==> src/rtl/nvc_pkg.sv <==
package nvc_pkg;

  typedef enum logic [1:0] {
    UL_LOCKED = 2'd0,
    UL_HALF   = 2'd1,
    UL_OPEN   = 2'd2
  } unlock_e;

  // Address a falls in [base, base+size); size 0 gives an empty window.
  function automatic logic in_window(input int unsigned a,
                                     input int unsigned base,
                                     input int unsigned size);
    return (a >= base) && ((a - base) < size);
  endfunction

endpackage

==> src/rtl/nvc_txn_tracker.sv <==
module nvc_txn_tracker #(
  parameter int AW          = 16,
  parameter int CNTW        = 4,
  parameter int STATUS_ADDR = 'h3F,
  parameter int RTC_BASE    = 'h30,
  parameter int RTC_LEN     = 8
) (
  input  logic          clk,
  input  logic          rst_n,
  input  logic          en,
  input  logic          txn_start,
  input  logic          txn_space,
  input  logic          byte_ack,
  input  logic [AW-1:0] byte_addr,
  input  logic [7:0]    byte_data,
  input  logic          mid_byte,
  input  logic          stop_evt,
  input  logic [AW-1:0] prot_base,
  input  logic [AW-1:0] prot_size,
  output logic          clean_stop,
  output logic          reg_space,
  output logic          array_ok,
  output logic          prot_hit,
  output logic          rtc_ok,
  output logic          status_op,
  output logic          status_bad,
  output logic [7:0]    status_val
);
  import nvc_pkg::*;

  localparam logic [CNTW-1:0] CMAX = {CNTW{1'b1}};

  logic            active_q, space_q, prot_q, st_q, rtc_q, plain_q;
  logic [CNTW-1:0] cnt_q;
  logic [7:0]      last_q;
  logic            b_status, b_rtc, b_prot;

  assign b_status = (byte_addr == AW'(STATUS_ADDR));
  assign b_rtc    = in_window(32'(byte_addr), RTC_BASE, RTC_LEN);
  assign b_prot   = in_window(32'(byte_addr), 32'(prot_base), 32'(prot_size));

  always_ff @(posedge clk) begin
    if (!rst_n) begin
      active_q <= 1'b0;
      space_q  <= 1'b0;
      prot_q   <= 1'b0;
      st_q     <= 1'b0;
      rtc_q    <= 1'b0;
      plain_q  <= 1'b0;
      cnt_q    <= '0;
      last_q   <= '0;
    end else if (en) begin
      if (stop_evt) begin
        active_q <= 1'b0;
      end else if (txn_start) begin
        active_q <= 1'b1;
        space_q  <= txn_space;
        cnt_q    <= '0;
        prot_q   <= 1'b0;
        st_q     <= 1'b0;
        rtc_q    <= 1'b0;
        plain_q  <= 1'b0;
      end else if (byte_ack && active_q) begin
        if (cnt_q != CMAX) cnt_q <= cnt_q + 1'b1;
        last_q <= byte_data;
        if (space_q) begin
          if (b_status)   st_q    <= 1'b1;
          else if (b_rtc) rtc_q   <= 1'b1;
          else            plain_q <= 1'b1;
        end else if (b_prot) begin
          prot_q <= 1'b1;
        end
      end
    end
  end

  assign clean_stop = en && stop_evt && active_q && (cnt_q != '0) && !mid_byte;
  assign reg_space  = space_q;
  assign array_ok   = !space_q && !prot_q;
  assign prot_hit   = !space_q && prot_q;
  assign rtc_ok     = !st_q && (!rtc_q || (!plain_q && (cnt_q >= CNTW'(RTC_LEN))));
  assign status_op  = space_q && st_q && (cnt_q == CNTW'(1));
  assign status_bad = space_q && st_q && (cnt_q != CNTW'(1));
  assign status_val = last_q;

endmodule

==> src/rtl/nvc_unlock_fsm.sv <==
module nvc_unlock_fsm #(
  parameter logic [7:0] KEY1 = 8'h02,
  parameter logic [7:0] KEY2 = 8'h06
) (
  input  logic       clk,
  input  logic       rst_n,
  input  logic       clean_stop,
  input  logic       status_op,
  input  logic       status_bad,
  input  logic [7:0] status_val,
  output logic       unlocked
);
  import nvc_pkg::*;

  unlock_e st_q, st_d;

  always_comb begin
    st_d = st_q;
    if (clean_stop) begin
      if (status_op) begin
        if (status_val == KEY1)                         st_d = UL_HALF;
        else if (status_val == KEY2 && st_q == UL_HALF) st_d = UL_OPEN;
        else                                            st_d = UL_LOCKED;
      end else if (status_bad || st_q == UL_HALF) begin
        st_d = UL_LOCKED;
      end
    end
  end

  always_ff @(posedge clk) begin
    if (!rst_n) st_q <= UL_LOCKED;
    else        st_q <= st_d;
  end

  assign unlocked = (st_q == UL_OPEN);

endmodule

==> src/rtl/nvc_busy_timer.sv <==
module nvc_busy_timer #(
  parameter int CYCLES = 120000
) (
  input  logic clk,
  input  logic rst_n,
  input  logic start,
  output logic pulse,
  output logic busy
);
  localparam int CW = $clog2(CYCLES + 1);

  logic [CW-1:0] cnt_q;
  logic          pulse_q;

  always_ff @(posedge clk) begin
    if (!rst_n) begin
      cnt_q   <= '0;
      pulse_q <= 1'b0;
    end else begin
      pulse_q <= start && (cnt_q == '0);
      if (start && cnt_q == '0) cnt_q <= CW'(CYCLES);
      else if (cnt_q != '0)     cnt_q <= cnt_q - 1'b1;
    end
  end

  assign pulse = pulse_q;
  assign busy  = (cnt_q != '0);

endmodule

==> src/rtl/nv_commit_ctrl.sv <==
module nv_commit_ctrl #(
  parameter int AW            = 16,
  parameter int COMMIT_CYCLES = 120000,
  parameter int STATUS_ADDR   = 'h3F,
  parameter int RTC_BASE      = 'h30,
  parameter int RTC_LEN       = 8
) (
  input  logic          clk,
  input  logic          rst_n,
  input  logic          txn_start,
  input  logic          txn_space,
  input  logic          byte_ack,
  input  logic [AW-1:0] byte_addr,
  input  logic [7:0]    byte_data,
  input  logic          mid_byte,
  input  logic          stop_evt,
  input  logic [AW-1:0] prot_base,
  input  logic [AW-1:0] prot_size,
  output logic          commit_pulse,
  output logic          commit_space,
  output logic          busy,
  output logic          reg_unlocked
);
  localparam int CNTW = $clog2(RTC_LEN) + 1;

  // Named internal events, brought out for the checker.
  logic       ev_clean_stop, ev_commit_req, ev_status_bad, ev_prot_discard;
  logic       reg_space, array_ok, prot_hit, rtc_ok, status_op;
  logic [7:0] status_val;
  logic       space_q;

  nvc_txn_tracker #(
    .AW(AW), .CNTW(CNTW), .STATUS_ADDR(STATUS_ADDR),
    .RTC_BASE(RTC_BASE), .RTC_LEN(RTC_LEN)
  ) u_trk (
    .clk(clk), .rst_n(rst_n), .en(!busy),
    .txn_start(txn_start), .txn_space(txn_space),
    .byte_ack(byte_ack), .byte_addr(byte_addr), .byte_data(byte_data),
    .mid_byte(mid_byte), .stop_evt(stop_evt),
    .prot_base(prot_base), .prot_size(prot_size),
    .clean_stop(ev_clean_stop), .reg_space(reg_space),
    .array_ok(array_ok), .prot_hit(prot_hit), .rtc_ok(rtc_ok),
    .status_op(status_op), .status_bad(ev_status_bad),
    .status_val(status_val)
  );

  nvc_unlock_fsm u_unl (
    .clk(clk), .rst_n(rst_n), .clean_stop(ev_clean_stop),
    .status_op(status_op), .status_bad(ev_status_bad),
    .status_val(status_val), .unlocked(reg_unlocked)
  );

  assign ev_commit_req   = ev_clean_stop &&
                           (reg_space ? (reg_unlocked && rtc_ok) : array_ok);
  assign ev_prot_discard = ev_clean_stop && prot_hit;

  nvc_busy_timer #(.CYCLES(COMMIT_CYCLES)) u_tmr (
    .clk(clk), .rst_n(rst_n), .start(ev_commit_req),
    .pulse(commit_pulse), .busy(busy)
  );

  always_ff @(posedge clk) begin
    if (!rst_n)             space_q <= 1'b0;
    else if (ev_commit_req) space_q <= reg_space;
  end

  assign commit_space = space_q;

endmodule

==> config.mk <==
export PLATFORM = sky130hd
export DESIGN_NAME = nv_commit_ctrl
export DESIGN_NICKNAME = d
export VERILOG_FILES = /design/src/rtl/nvc_pkg.sv /design/src/rtl/nvc_txn_tracker.sv /design/src/rtl/nvc_unlock_fsm.sv /design/src/rtl/nvc_busy_timer.sv /design/src/rtl/nv_commit_ctrl.sv
export SDC_FILE = /design/constraint.sdc
export NUM_CORES = 1
export LEC_CHECK = 0
export CORE_ASPECT_RATIO = 2
export CORE_MARGIN = 8
export CORE_UTILIZATION = 50
export CTS_BUF_LIST = sky130_fd_sc_hd__clkbuf_8
export DETAILED_ROUTE_END_ITERATION = 6
export DONT_BUFFER_PORTS = 1
export PLACE_DENSITY_LB_ADDON = 0.12
export SYNTH_ARGS = -nofsm -noshare
export SYNTH_HDL_FRONTEND = slang
export SYNTH_SLANG_ARGS = --single-unit
export TNS_END_PERCENT = 10
==> constraint.sdc <==
create_clock -name clk -period 11.45 [get_ports clk]
set_input_delay 2.29 -clock clk [delete_from_list [all_inputs] [get_ports clk]]
set_output_delay 2.29 -clock clk [all_outputs]
set_load 0.05 [all_outputs]
== Word-level counts from Yosys, hierarchy flattened ==
Cells that the tools add are included.
Word-level totals
  register bits: 39
  bits of input ports: 63
  logic and storage cells: 115
Cells by class
  add/sub/neg operators: 4
  order comparisons: 5
  eq/ne operators: 11
  mux-type cells: 30
  bitwise gates (word level): 4
  reductions and logical operators: 48
Operators with widths (number)
  2-to-1 mux 17 bit: 2
  less-than comparator 32 x 16 -> 1 bit: 1
  less-than comparator 32 x 4 -> 1 bit, second input constant: 1
  2-to-1 mux 1 bit: 21
  nonzero test 2 bit: 9
  logical AND 1 bit: 17
  logical NOT 17 bit: 1
  nonzero test 17 bit: 1
  subtractor 16 x 16 -> 17 bit: 1
  subtractor 16 x 6 -> 17 bit, second input constant: 1
  subtractor 17 x 1 -> 17 bit, second input constant: 1
  equality test 16 x 6 -> 1 bit, second input constant: 1
  >= comparator 16 bit: 1
  >= comparator 16 x 6 -> 1 bit, second input constant: 1
  2-to-1 mux 4 bit: 3
  AND reduction 6 bit: 2
  AND reduction 5 bit: 2
  equality test 8 x 2 -> 1 bit, second input constant: 1
  equality test 8 x 3 -> 1 bit, second input constant: 1
  2-to-1 mux 2 bit: 4
  AND reduction 4 bit: 2
  logical NOT 1 bit: 7
  inequality test 2 bit, second input constant: 3
  adder 4 x 1 -> 4 bit, second input constant: 1
  other kinds (12): 17

== Longest topological paths before layout ==
Gate-level depths: netlist of run 1.
  depth in word-level cells: 9
  gate-level depth with buffers: 16
  mapped depth without buffers: 16

== By module ==
A second synthesis of run 1 with hierarchy kept.
Second synthesis, totals
  cell total of the unflattened synthesis: 408
  area, all modules: 3198.1 µm²
Modules (own cells, without submodules)
  nvc_txn_tracker: instances 1, cells an instance 267, area each 2029.4 µm², sequential area each 360.3 µm²
  nvc_busy_timer: instances 1, cells an instance 117, area each 963.4 µm², sequential area each 360.3 µm²
  nvc_unlock_fsm: instances 1, cells an instance 15, area each 138.9 µm², sequential area each 40.0 µm²
  nv_commit_ctrl: instances 1, cells an instance 9, area each 66.3 µm², sequential area each 20.0 µm²

== Worst setup path before layout of run 1 ==
OpenSTA, ideal clock, no wires.
  path type: input to register
  start: input port prot_base[2]
  end: register u_trk.prot_q
  library setup time: 0.139 ns
  data arrival time: 5.076 ns
  path slack: 6.234 ns
  cell stages on the path: 15
  buffers on the path: 0
  cell sequence: inv_1 > ha_1 > nor2b_1 > o31a_1 > a221oi_1 > o21bai_1 > a21oi_1 > xnor2_1 > ha_1 > nand4_1 > or4_1 > a21oi_1 > a2111oi_0 > a41oi_1 > a211oi_1
Between the ends
  word-level cells in the longest chain between the ends: 5
  elaborated cells between the ends (all ways): 6
  classes of those cells: add/sub: 1; order compare: 2; reduce/logical: 3
Ends and longest elaborated chain
  start: declaration: RTL line nv_commit_ctrl.sv:17  | input logic [AW-1:0] prot_base,
  subtractor 16 x 16 -> 17 bit: RTL line nvc_pkg.sv:13  | return (a >= base) && ((a - base) < size);
  less-than comparator 32 x 16 -> 1 bit: RTL line nvc_pkg.sv:13
  logical AND 1 bit (*): RTL line nvc_pkg.sv:13
  nonzero test 2 bit (no source line) (*)
  AND reduction 5 bit (no source line) (*)
  end signal: assignment: RTL line nvc_txn_tracker.sv:46  | prot_q <= 1'b0;
  end signal: assignment: RTL line nvc_txn_tracker.sv:59  | prot_q <= 1'b0;
  end signal: assignment: RTL line nvc_txn_tracker.sv:71  | prot_q <= 1'b1;
  end: declaration: RTL line nvc_txn_tracker.sv:33  | logic active_q, space_q, prot_q, st_q, rtc_q, plain_q;
Mark *: on every way between the ends. The rest lies on a longest branch, timed or not.
A chain may end at the register's enable or synchronous reset.

== Worst setup path in the final report of run 1 ==
  start: input port byte_addr[0]
  end: register u_trk.prot_q
Between the ends
  word-level cells in the longest chain between the ends: 5
  elaborated cells between the ends (all ways): 6
  classes of those cells: add/sub: 1; order compare: 2; reduce/logical: 3
Ends and longest elaborated chain
  start: declaration: RTL line nv_commit_ctrl.sv:13  | input logic [AW-1:0] byte_addr,
  subtractor 16 x 16 -> 17 bit: RTL line nvc_pkg.sv:13
  less-than comparator 32 x 16 -> 1 bit: RTL line nvc_pkg.sv:13
  logical AND 1 bit (*): RTL line nvc_pkg.sv:13
  nonzero test 2 bit (no source line) (*)
  AND reduction 5 bit (no source line) (*)
Marks and branches as above.

==> results.md, run 1 <==
- Status: complete, no violations
- GPL Wtd Cong: 0.915
- PwrDens: around 170 nW/µm²
- Critical Path Max Stage Delay: 0.51 ns
- Initial Util: about half
- Total congestion overflow: 0
- Simple-gate area share of the yosys netlist: around a quarter
- Area of the mapped netlist: 3030 µm²
- Critical Path Start Type: input port
- CP max-delay cell: or4_1
- XOR/XNOR share of the synthesized area: 6.08%
- Final Skew: 0.00710 ns
- Final nets: roughly 480
- Post-Synth Adder-Cell Area: 15.1%
- Largest family of logic cells by synthesized area: simple AND/OR/NAND/NOR gates
- Final WS setup: 6.25 ns
- Global-route usage over all layers: 15.9%
- Post-DP HPWL: 5.83 mm
- Post-synth EDFFs: 0
- Area growth from synthesis to layout: 4.09%
- Number of gates resized after CTS: 0
- Drt drc: 0
- Top_reg_cell synth: dfxtp_1
- Netlist cell types: 53
- Number of core rows: 40
- Synth Warn #: 0
- Crit-path cells: inv_1 -> ha_1 -> fa_1 -> nor2b_1 -> o31a_1 -> a221oi_1 -> o21bai_1 -> a21oi_1 -> xnor2_1 -> ha_1 -> nand4_1 -> or4_1 -> a21oi_1 -> a2111oi_0 -> a41oi_1 -> a211oi_1
- Worst min-delay path class: flop to flop
- Port Buf Inserts: 0
- Vias in the first global route: 2670
- Hold_sp: u_unl.st_q[0]
- Mux cell area share after synthesis: between 3 and 4%
- Clk sink count: 39
- Setup WS pre-CTS: between 5 and 6 ns
- Worst-path clk slew: 0.07 ns
- Post-route ant nets: 0
- Critical path type: input port to flop
- Crit path max fanout: 4
- CP startpoint: byte_addr[0]
- Via-to-Cell Ratio: between 5 and 6
- Pre-antenna DRT Iters: 4
- Post-synthesis register bit count: 39
- Asr flop ratio synth: 0%
- Die area: between 8000 and 9000 µm²
- Cells after Synth: 384
- Worst IR Drop VDD: 147 µV
- Max Clk Rate: 0.192 GHz
- Area contributors post-synth: dfxtp_1 (26%), ha_1 (14%), inv_1 (5.6%)
- Cell Count, Final, Fillers Out: around 440
- H-tree lvl count: 2
- Largest net degree at the start of global routing: 22
- CORE AREA: between 5000 and 6000 µm²
- Worst skew pair latency: 0.28 ns
- Final Hold Viols: 0
- DR vias: 2614
- First-pass GRT wire length: 12.0 mm
- Reg2reg start: u_tmr.cnt_q[0]
- Total Routed Length: a little under 7 mm
- Final Critical Period: 5.20 ns
- Design area: 3150 µm²
- IO Count: 67
- Share of layout cells above drive strength 1: 3.42%
- Cts-stage hold buffer count: 0
- Antenna violations before repair: 0
- # diodes: 0
- Dpl cell area: 3050 µm²
- Area leader, netlist: dfxtp_1
- Synth top area share: 25.8%
- MaxCap Viol Count: 0
- Die width: 71.0 µm
- Setup-failing EPs final: 0
- Seq/Total Area, Yosys: 25.8%
- Crit path capture type: flop
- Synth Net Count: 483
- Wire per inst: between 15 and 20 µm
- Worst slew pin tran: 1.07 ns
- Final period util: between 40 and 50%
- Setup TNS Final: 0 ns
- WP data required: between 10 and 15 ns
- Syn avg cell area: 7.88 µm²
- Compound-cell area share of the yosys netlist: 18.4%
- Slew HR: 28.3%
- CTS max path bufs: 2
- Final Slew Violations: 0
- Starting DRT DRC Count: around 130
- Post-CTS Setup Inserts: 0
- RSZ-0062 raised after global routing: no
- Worst EP arrival: ~5.4 ns
- Inst Count DP: 435
- CTS tree: done
- CTS Root Cell: clkbuf_8
- Die height: 126 µm
- Final Total Pwr: ~550 µW
- CTS buffer count: 5
- Leak Pwr: 1.32 nW
## metal layers
metal | vias up | track usage, % | share of wire [%]
met5 | - | 0 | 0
met4 | 0 | 3.46 | 1.2
met2 | 71 | 26.3 | 46
met1 | 1178 | 19.3 | 45
met3 | 9 | 5.33 | 7.6
li1 | 1356 | - | -
## layout make-up
type	count	area [µm²]
multi-input combinational	287	2020
tap	63	78.8
inverter	46	173
clock inverter	1	3.75
clock buffer	7	96.3
fill	590	2760
sequential	39	781
## cell usage in the layout, fill, tap and decap left out, drive strengths merged, types with 7 or more instances in the layout
| master | n |
|---|---|
| a211oi | 10 |
| inv | 47 |
| ha | 35 |
| nor2 | 40 |
| nor4 | 8 |
| mux2i | 10 |
| nor3 | 21 |
| xnor2 | 16 |
| o21ai | 13 |
| a21oi | 28 |
| nand3 | 8 |
| clkbuf | 7 |
| dfxtp | 39 |
| nand2 | 20 |
## path summary, 6_finish.rpt
| kind | to | slack, ns | cells after the start |
|---|---|---|---|
| max | u_trk.prot_q | 6.25 | 16 |
| min | u_unl.st_q[0] | 0.47 | 2 |
| max reg2reg | u_tmr.cnt_q[8] | 8.56 | 8 |
| min reg2reg | u_unl.st_q[0] | 0.47 | 2 |
## registers in the layout (all words and copies together), names as in the netlist
name              count
u_trk.rtc_q           1
u_unl.st_q            2
u_trk.reg_space       1
u_trk.active_q        1
u_trk.status_val      8
u_trk.cnt_q           4
u_trk.prot_q          1
u_tmr.pulse           1
u_trk.plain_q         1
u_trk.st_q            1
commit_space          1
u_tmr.cnt_q          17
## cell families after synthesis
group                    after synthesis
AO/OA/AOI/OAI                         87
XOR/XNOR                              21
adder cells (fa/ha/maj)               36
buffers and inverters                 58
flip-flops                            39
multiplexers                          10
AND/OR/NAND/NOR                      133
## power breakdown
part           total [mW]  internal (mW)  switching [mW]
clock network       0.101         0.0541          0.0464
logic               0.258          0.109           0.150
registers           0.188          0.161          0.0272
total               0.547          0.324           0.223
## Yosys cell counts (all sizes together) (3+ instances only)
cell type	n
nor4b	3
o21bai	6
nor2b	5
buf	7
nor4	8
nand3b	3
or4	3
o21a	4
ha	35
nand2	20
o21ai	13
a31oi	6
dfxtp	39
mux2i	10
inv	46
and2	3
nand3	8
nor2	40
clkbuf	5
or3	5
a21o	5
xnor2	16
a211oi	10
nand4	6
a21oi	28
xor2	5
nor3	21
## worst max-delay path, delay by kind of cell
family,cells,cell delay [ns]
buffers and inverters,1,0.04
xor gates and xnor gates,1,0.09
adders and majority gates,3,0.70
and+or+nand+nor,3,0.71
AOI/OAI and AO/OA,8,1.52
## through the flow
step / util (%) / hold WS [ns]
global placement: 51.7 / 0.447
floorplan: - / 0.430
global route: 53.3 / 0.495
finish: 53.3 / 0.467
detailed placement: 51.7 / 0.458
CTS: 53.3 / 0.467
No activity file was read; power rests on OpenSTA's default activity.
==> run 2: changes to the inputs <==
==> constraint.sdc (replaced) <==
create_clock -name clk -period 4.9 [get_ports clk]
set_input_delay 0.98 -clock clk [delete_from_list [all_inputs] [get_ports clk]]
set_output_delay 0.98 -clock clk [all_outputs]
set_load 0.05 [all_outputs]
==> run 2 against run 1 <==
- sequential power up 130%
- global-route usage is 0.29 points higher
- wire length increased by 1.5%
- critical path type unchanged
- sequential share of layout area unchanged
- largest power group unchanged
==> results.md, run 2 (synthesis gave the netlist of run 1 again) <==
- Logic pwr share: 47.4%
- MaxCap Viol Count: 0
- Final nets: 478
- GPL Wtd Cong: 0.916
- Area growth from synthesis to layout: 4.09%
- Final Critical Period: 3.94 ns
- Antenna violations before repair: 0
- Drt drc: 0
- Design area: 3150 µm²
- Largest net degree at the start of global routing: 22
- Setup-failing EPs final: 0
- RSZ-0062 raised after global routing: no
- Most frequent cells in the layout: inv_1 (46), nor2_1 (40), dfxtp_1 (39), ha_1 (35), a21oi_1 (28)
- IO Count: 67
- Number of core rows: 40
- Setup WS pre-CTS: 0.639 ns
- Met3 Routed Length: 463 µm
- Worst skew pair latency: approximately 0.28 ns
- Setup TNS Final: 0 ns
- Reg2reg start: u_tmr.cnt_q[8]
- Share of layout cells above drive strength 1: 3.42%
- Max Clk Rate: 0.254 GHz
- Pre-antenna DRT Iters: 4
- Crit path max fanout: 4
- Fin Hold WS: 0.466 ns
- Worst min-delay path class: flop to flop
- Die height: 126 µm
- Post-DP HPWL: ~5.9 mm
- Final Skew: 0.00584 ns
- Final Slew Violations: 0
- Clk sink count: 39
- Sw Share: 40.8%
- Dpl cell area: 3050 µm²
- Metal1 wirelength: 3.16 mm
- Hold_sp: u_unl.st_q[1]
- Reg power frac: roughly 34%
- CTS buffer count: 5
- Reg area: about 780 µm²
- CTS Root Cell: clkbuf_8
- Final period util: between 80% and 90%
- Die width: 71.0 µm
- Final WS setup: ~0.96 ns
- Critical path type: input port to flop
- Die area: 8950 µm²
- Top Metal Used: met4
- Initial Util: 51.3%
- Vias in the first global route: 2745
- CORE AREA: 5910 µm²
- WP data required: 5.06 ns
- Multi-input logic area: 2020 µm²
- Final Hold Viols: 0
- Met2 Wirelength: 3.34 mm
- NetSw: 522 µW
- CP startpoint: byte_addr[0]
- Port Buf Inserts: 0
- Most common cell after layout, fill and taps aside: inv_1
- Status: complete, no violations
- Wire per inst: ~16 µm
- Max FFs per register: 17
- CTS tree: done
- Starting DRT DRC Count: 183
- CTS max path bufs: 2
- Leak Pwr: 1.32 nW
- H-tree lvl count: 2
- Worst slew pin tran: 1.07 ns
- Crit path capture type: flop
- Worst IR Drop VDD: 403 µV
- Power share of the clock group: a little under a fifth
- Cts-stage hold buffer count: 0
- Fill count: 599
- Post-route ant nets: 0
- DR vias: 2601
- PwrDens: 406 nW/µm²
- Number of gates resized after CTS: 0
- Slew HR: 28.7%
- Total congestion overflow: 0
- Worst-path clk slew: approximately 0.070 ns
- Most flop-heavy register: u_tmr.cnt_q
- Via-to-Cell Ratio: slightly below 6
- First-pass GRT wire length: 12.2 mm
- Worst EP arrival: 4.09 ns
- Total Routed Length: 7.04 mm
- Total internal power: 757 µW
- Post-CTS Setup Inserts: 0
- # diodes: 0
- Global-route usage over all layers: 16.2%
- Critical Path Start Type: input port
## run 2: cell counts in the layout (fill, tap and decap cells not counted)
No cell type changed its count.
## run 2: path summary, 6_finish.rpt
| check | end | slack (ns) | cells past startpoint |
|---|---|---|---|
| setup / recovery | u_trk.prot_q | 0.96 | 16 |
| hold / removal | u_unl.st_q[1] | 0.47 | 2 |
| setup reg to reg | u_tmr.cnt_q[1] | 2.04 | 6 |
| hold reg to reg | u_unl.st_q[1] | 0.47 | 2 |
## run 2: metal layers
| layer | global-route usage (%) | vias to the layer above |
|---|---|---|
| met1 | 19.6 | 1174 |
| met5 | 0 | - |
| met3 | 4.77 | 8 |
| met4 | 3.46 | 0 |
| met2 | 27.3 | 60 |
| li1 | - | 1359 |
## run 2: through the flow
| stage | power (mW) | utilization, % | instances |
|---|---|---|---|
| floorplan | 0.956 | - | 384 |
| global placement | 1.04 | 51.7 | 435 |
| detailed placement | 1.05 | 51.7 | 435 |
| CTS | 1.29 | 53.3 | 443 |
| global route | 1.39 | 53.3 | 443 |
| finish | 1.28 | 53.3 | 443 |
## run 2: power by group through the flow
stage / logic [mW] / registers [mW] / clock network, mW
CTS: 0.611 / 0.440 / 0.238
finish: 0.607 / 0.439 / 0.233
detailed placement: 0.607 / 0.447 / 0
floorplan: 0.524 / 0.432 / 0
global route: 0.693 / 0.451 / 0.250
global placement: 0.593 / 0.443 / 0
## run 2: final cells by class
type | count | area share [%]
multi-input cells | 287 | 64.1
inverters | 46 | 5.48
well taps | 63 | 2.50
clock buffers | 7 | 3.06
clock inverters | 1 | 0.119
flip-flops and latches | 39 | 24.8
## run 2: critical path: stages
cell and delay, ns:
inv_1 0.04, ha_1 0.18, fa_1 0.22, nor2b_1 0.07, o31a_1 0.30, a221oi_1 0.46, o21bai_1 0.11, a21oi_1 0.19
xnor2_1 0.09, ha_1 0.31, nand4_1 0.13, or4_1 0.52, a21oi_1 0.15, a2111oi_0 0.09, a41oi_1 0.21, a211oi_1 0.06
==> run 3: changes to the inputs <==
==> constraint.sdc (replaced) <==
create_clock -name clk -period 3.9 [get_ports clk]
set_input_delay 0.78 -clock clk [delete_from_list [all_inputs] [get_ports clk]]
set_output_delay 0.78 -clock clk [all_outputs]
set_load 0.05 [all_outputs]
==> run 3 against run 2 <==
- critical path depth unchanged
- critical path type unchanged
- clock-buffer cell count decreased by 2
- largest power group unchanged
- hold slack got worse by 0.0023 ns
- setup slack got worse by 0.68 ns
==> results.md, run 3 (synthesis gave the netlist of run 1 again) <==
- Setup-failing EPs final: 0
- WP data required: 4.06 ns
- Final Skew: 0.00558 ns
- GPL Wtd Cong: 0.879
- Die height: 126 µm
- Crit path capture type: flop
- CORE AREA: just under 6000 µm²
- Crit Reg-Reg Endpoint: u_tmr.cnt_q[5]
- Max FFs per register: 17
- Endpoint, Worst Hold: u_trk.plain_q
- Antenna violations before repair: 0
- Final period util: between 90 and 100%
- Total Routed Length: 7.01 mm
- CTS tree: done
- Max Clk Rate: 0.276 GHz
- Final Critical Period: 3.62 ns
- Worst min-delay path class: flop to flop
- Worst skew pair latency: 0.29 ns
- # diodes: 0
- IO Count: 67
- First-pass GRT wire length: 11.8 mm
- Final nets: 483
- Worst EP arrival: 3.78 ns
- Post-route ant nets: 0
- Post-DP HPWL: 5.86 mm
- Hold_sp: u_trk.plain_q
- CTS buffer count: 5
- Worst IR Drop VDD: 373 µV
- MaxCap Viol Count: 0
- CTS max path bufs: 2
- Post-CTS Setup Inserts: 0
- Cts-stage hold buffer count: 0
- Worst-path clk slew: 0.08 ns
- DR vias: roughly 2600
- Die width: 71.0 µm
- Clk sink count: 39
- Number of core rows: 40
- Worst r2r path cells: 6
- Port Buf Inserts: 0
- Pre-antenna DRT Iters: 4
- Most flop-heavy register: u_tmr.cnt_q
- RSZ-0062 raised after global routing: no
- Design area: 3200 µm²
- Total congestion overflow: 0
- Leak Pwr: 1.35 nW
- Critical Path Start Type: input port
- PwrDens: 518 nW/µm²
- Initial Util: 51.3%
- Critical path type: input port to flop
- Vias in the first global route: 2660
- Reg2reg start: u_tmr.cnt_q[8]
- H-tree lvl count: 2
- Critical Path Max Stage Delay: slightly below 0.5 ns
- Drt drc: 0
- CP max-delay cell: or4_1
- CTS Root Cell: clkbuf_8
- Final Hold Viols: 0
- Final Slew Violations: 0
- Number of gates resized after CTS: 0
- Area growth from synthesis to layout: 5.75%
- Global-route usage over all layers: 15.8%
- Crit-path cells: inv_1 -> ha_1 -> fa_1 -> nor2b_1 -> o31a_1 -> a21oi_1 -> o21bai_1 -> a21oi_1 -> xnor2_1 -> ha_1 -> nand4_1 -> or4_1 -> a21oi_1 -> a2111oi_0 -> a41oi_1 -> a211oi_1
- Die area: 8950 µm²
- Worst slew pin tran: 0.708 ns
- Dpl cell area: between 3000 and 4000 µm²
- Via-to-Cell Ratio: 5.87
- Slew HR: 52.4%
- Starting DRT DRC Count: 133
- Largest net degree at the start of global routing: 22
- Crit path max fanout: 4
- Setup TNS Final: 0 ns
- Most frequent cells in the layout: inv_1 (45), nor2_1 (40), dfxtp_1 (39), ha_1 (35), a21oi_1 (28)
- Hold depth: 2
- Most used cell, CP: a21oi_1
- Reg2Reg Setup Slack: 0.98 ns
- Share of layout cells above drive strength 1: slightly below 5%
- Most common cell after layout, fill and taps aside: inv_1
- Status: complete, no violations
- Wire per inst: 15.6 µm
## run 3: final cells by class
type / instances / area (µm²)
fillers: 577 / 2710
multi-input cells: 287 / 2020
flip-flops and latches: 39 / 781
inverters: 46 / 173
well taps: 63 / 78.8
clock buffers: 5 / 68.8
clock inverters: 3 / 43.8
repair buffers: 5 / 37.5
## run 3: per-stage QoR
step | hold WS [ns] | utilization (%) | power [mW] | worst slack [ns] | std cells
CTS | 0.468 | 54.2 | 1.67 | 0.270 | 448
global placement | 0.449 | 52.3 | 1.31 | 0.129 | 440
finish | 0.464 | 54.2 | 1.66 | 0.283 | 448
floorplan | 0.430 | - | 1.20 | 0.194 | 384
detailed placement | 0.449 | 52.3 | 1.33 | -0.0376 | 440
global route | 0.502 | 54.2 | 1.79 | 0.0146 | 448
## run 3: power by group
group / switching [mW] / internal [mW]
registers: 0.0788 / 0.473
clock network: 0.143 / 0.190
logic: 0.448 / 0.325
total: 0.670 / 0.988
## run 3: layer usage
metal  wire length (µm)  GRT usage, %  vias to the layer above
li1                   -             -                     1363
met1               3090          18.8                     1199
met2               3300          25.7                       59
met3                511          5.41                       10
met4                110          5.19                        0
met5                  0             0                        -
## run 3: worst max-delay path by stage
| stage | from | to |
|---|---|---|
| after floorplan | prot_base[2] | u_trk.prot_q |
| after global placement | byte_addr[0] | u_trk.prot_q |
| after detailed placement | byte_addr[0] | u_trk.prot_q |
| after CTS | byte_addr[0] | u_trk.prot_q |
| after global routing | byte_addr[0] | u_trk.prot_q |
| final | byte_addr[0] | u_trk.prot_q |
## run 3: worst max-delay path: cells and delay by family
family,cells,cell delay (ns)
AO/OA/AOI/OAI,8,1.11
adder cells (fa/ha/maj),3,0.91
AND/OR/NAND/NOR,3,0.81
XOR/XNOR,1,0.15
buffers and inverters,1,0.02
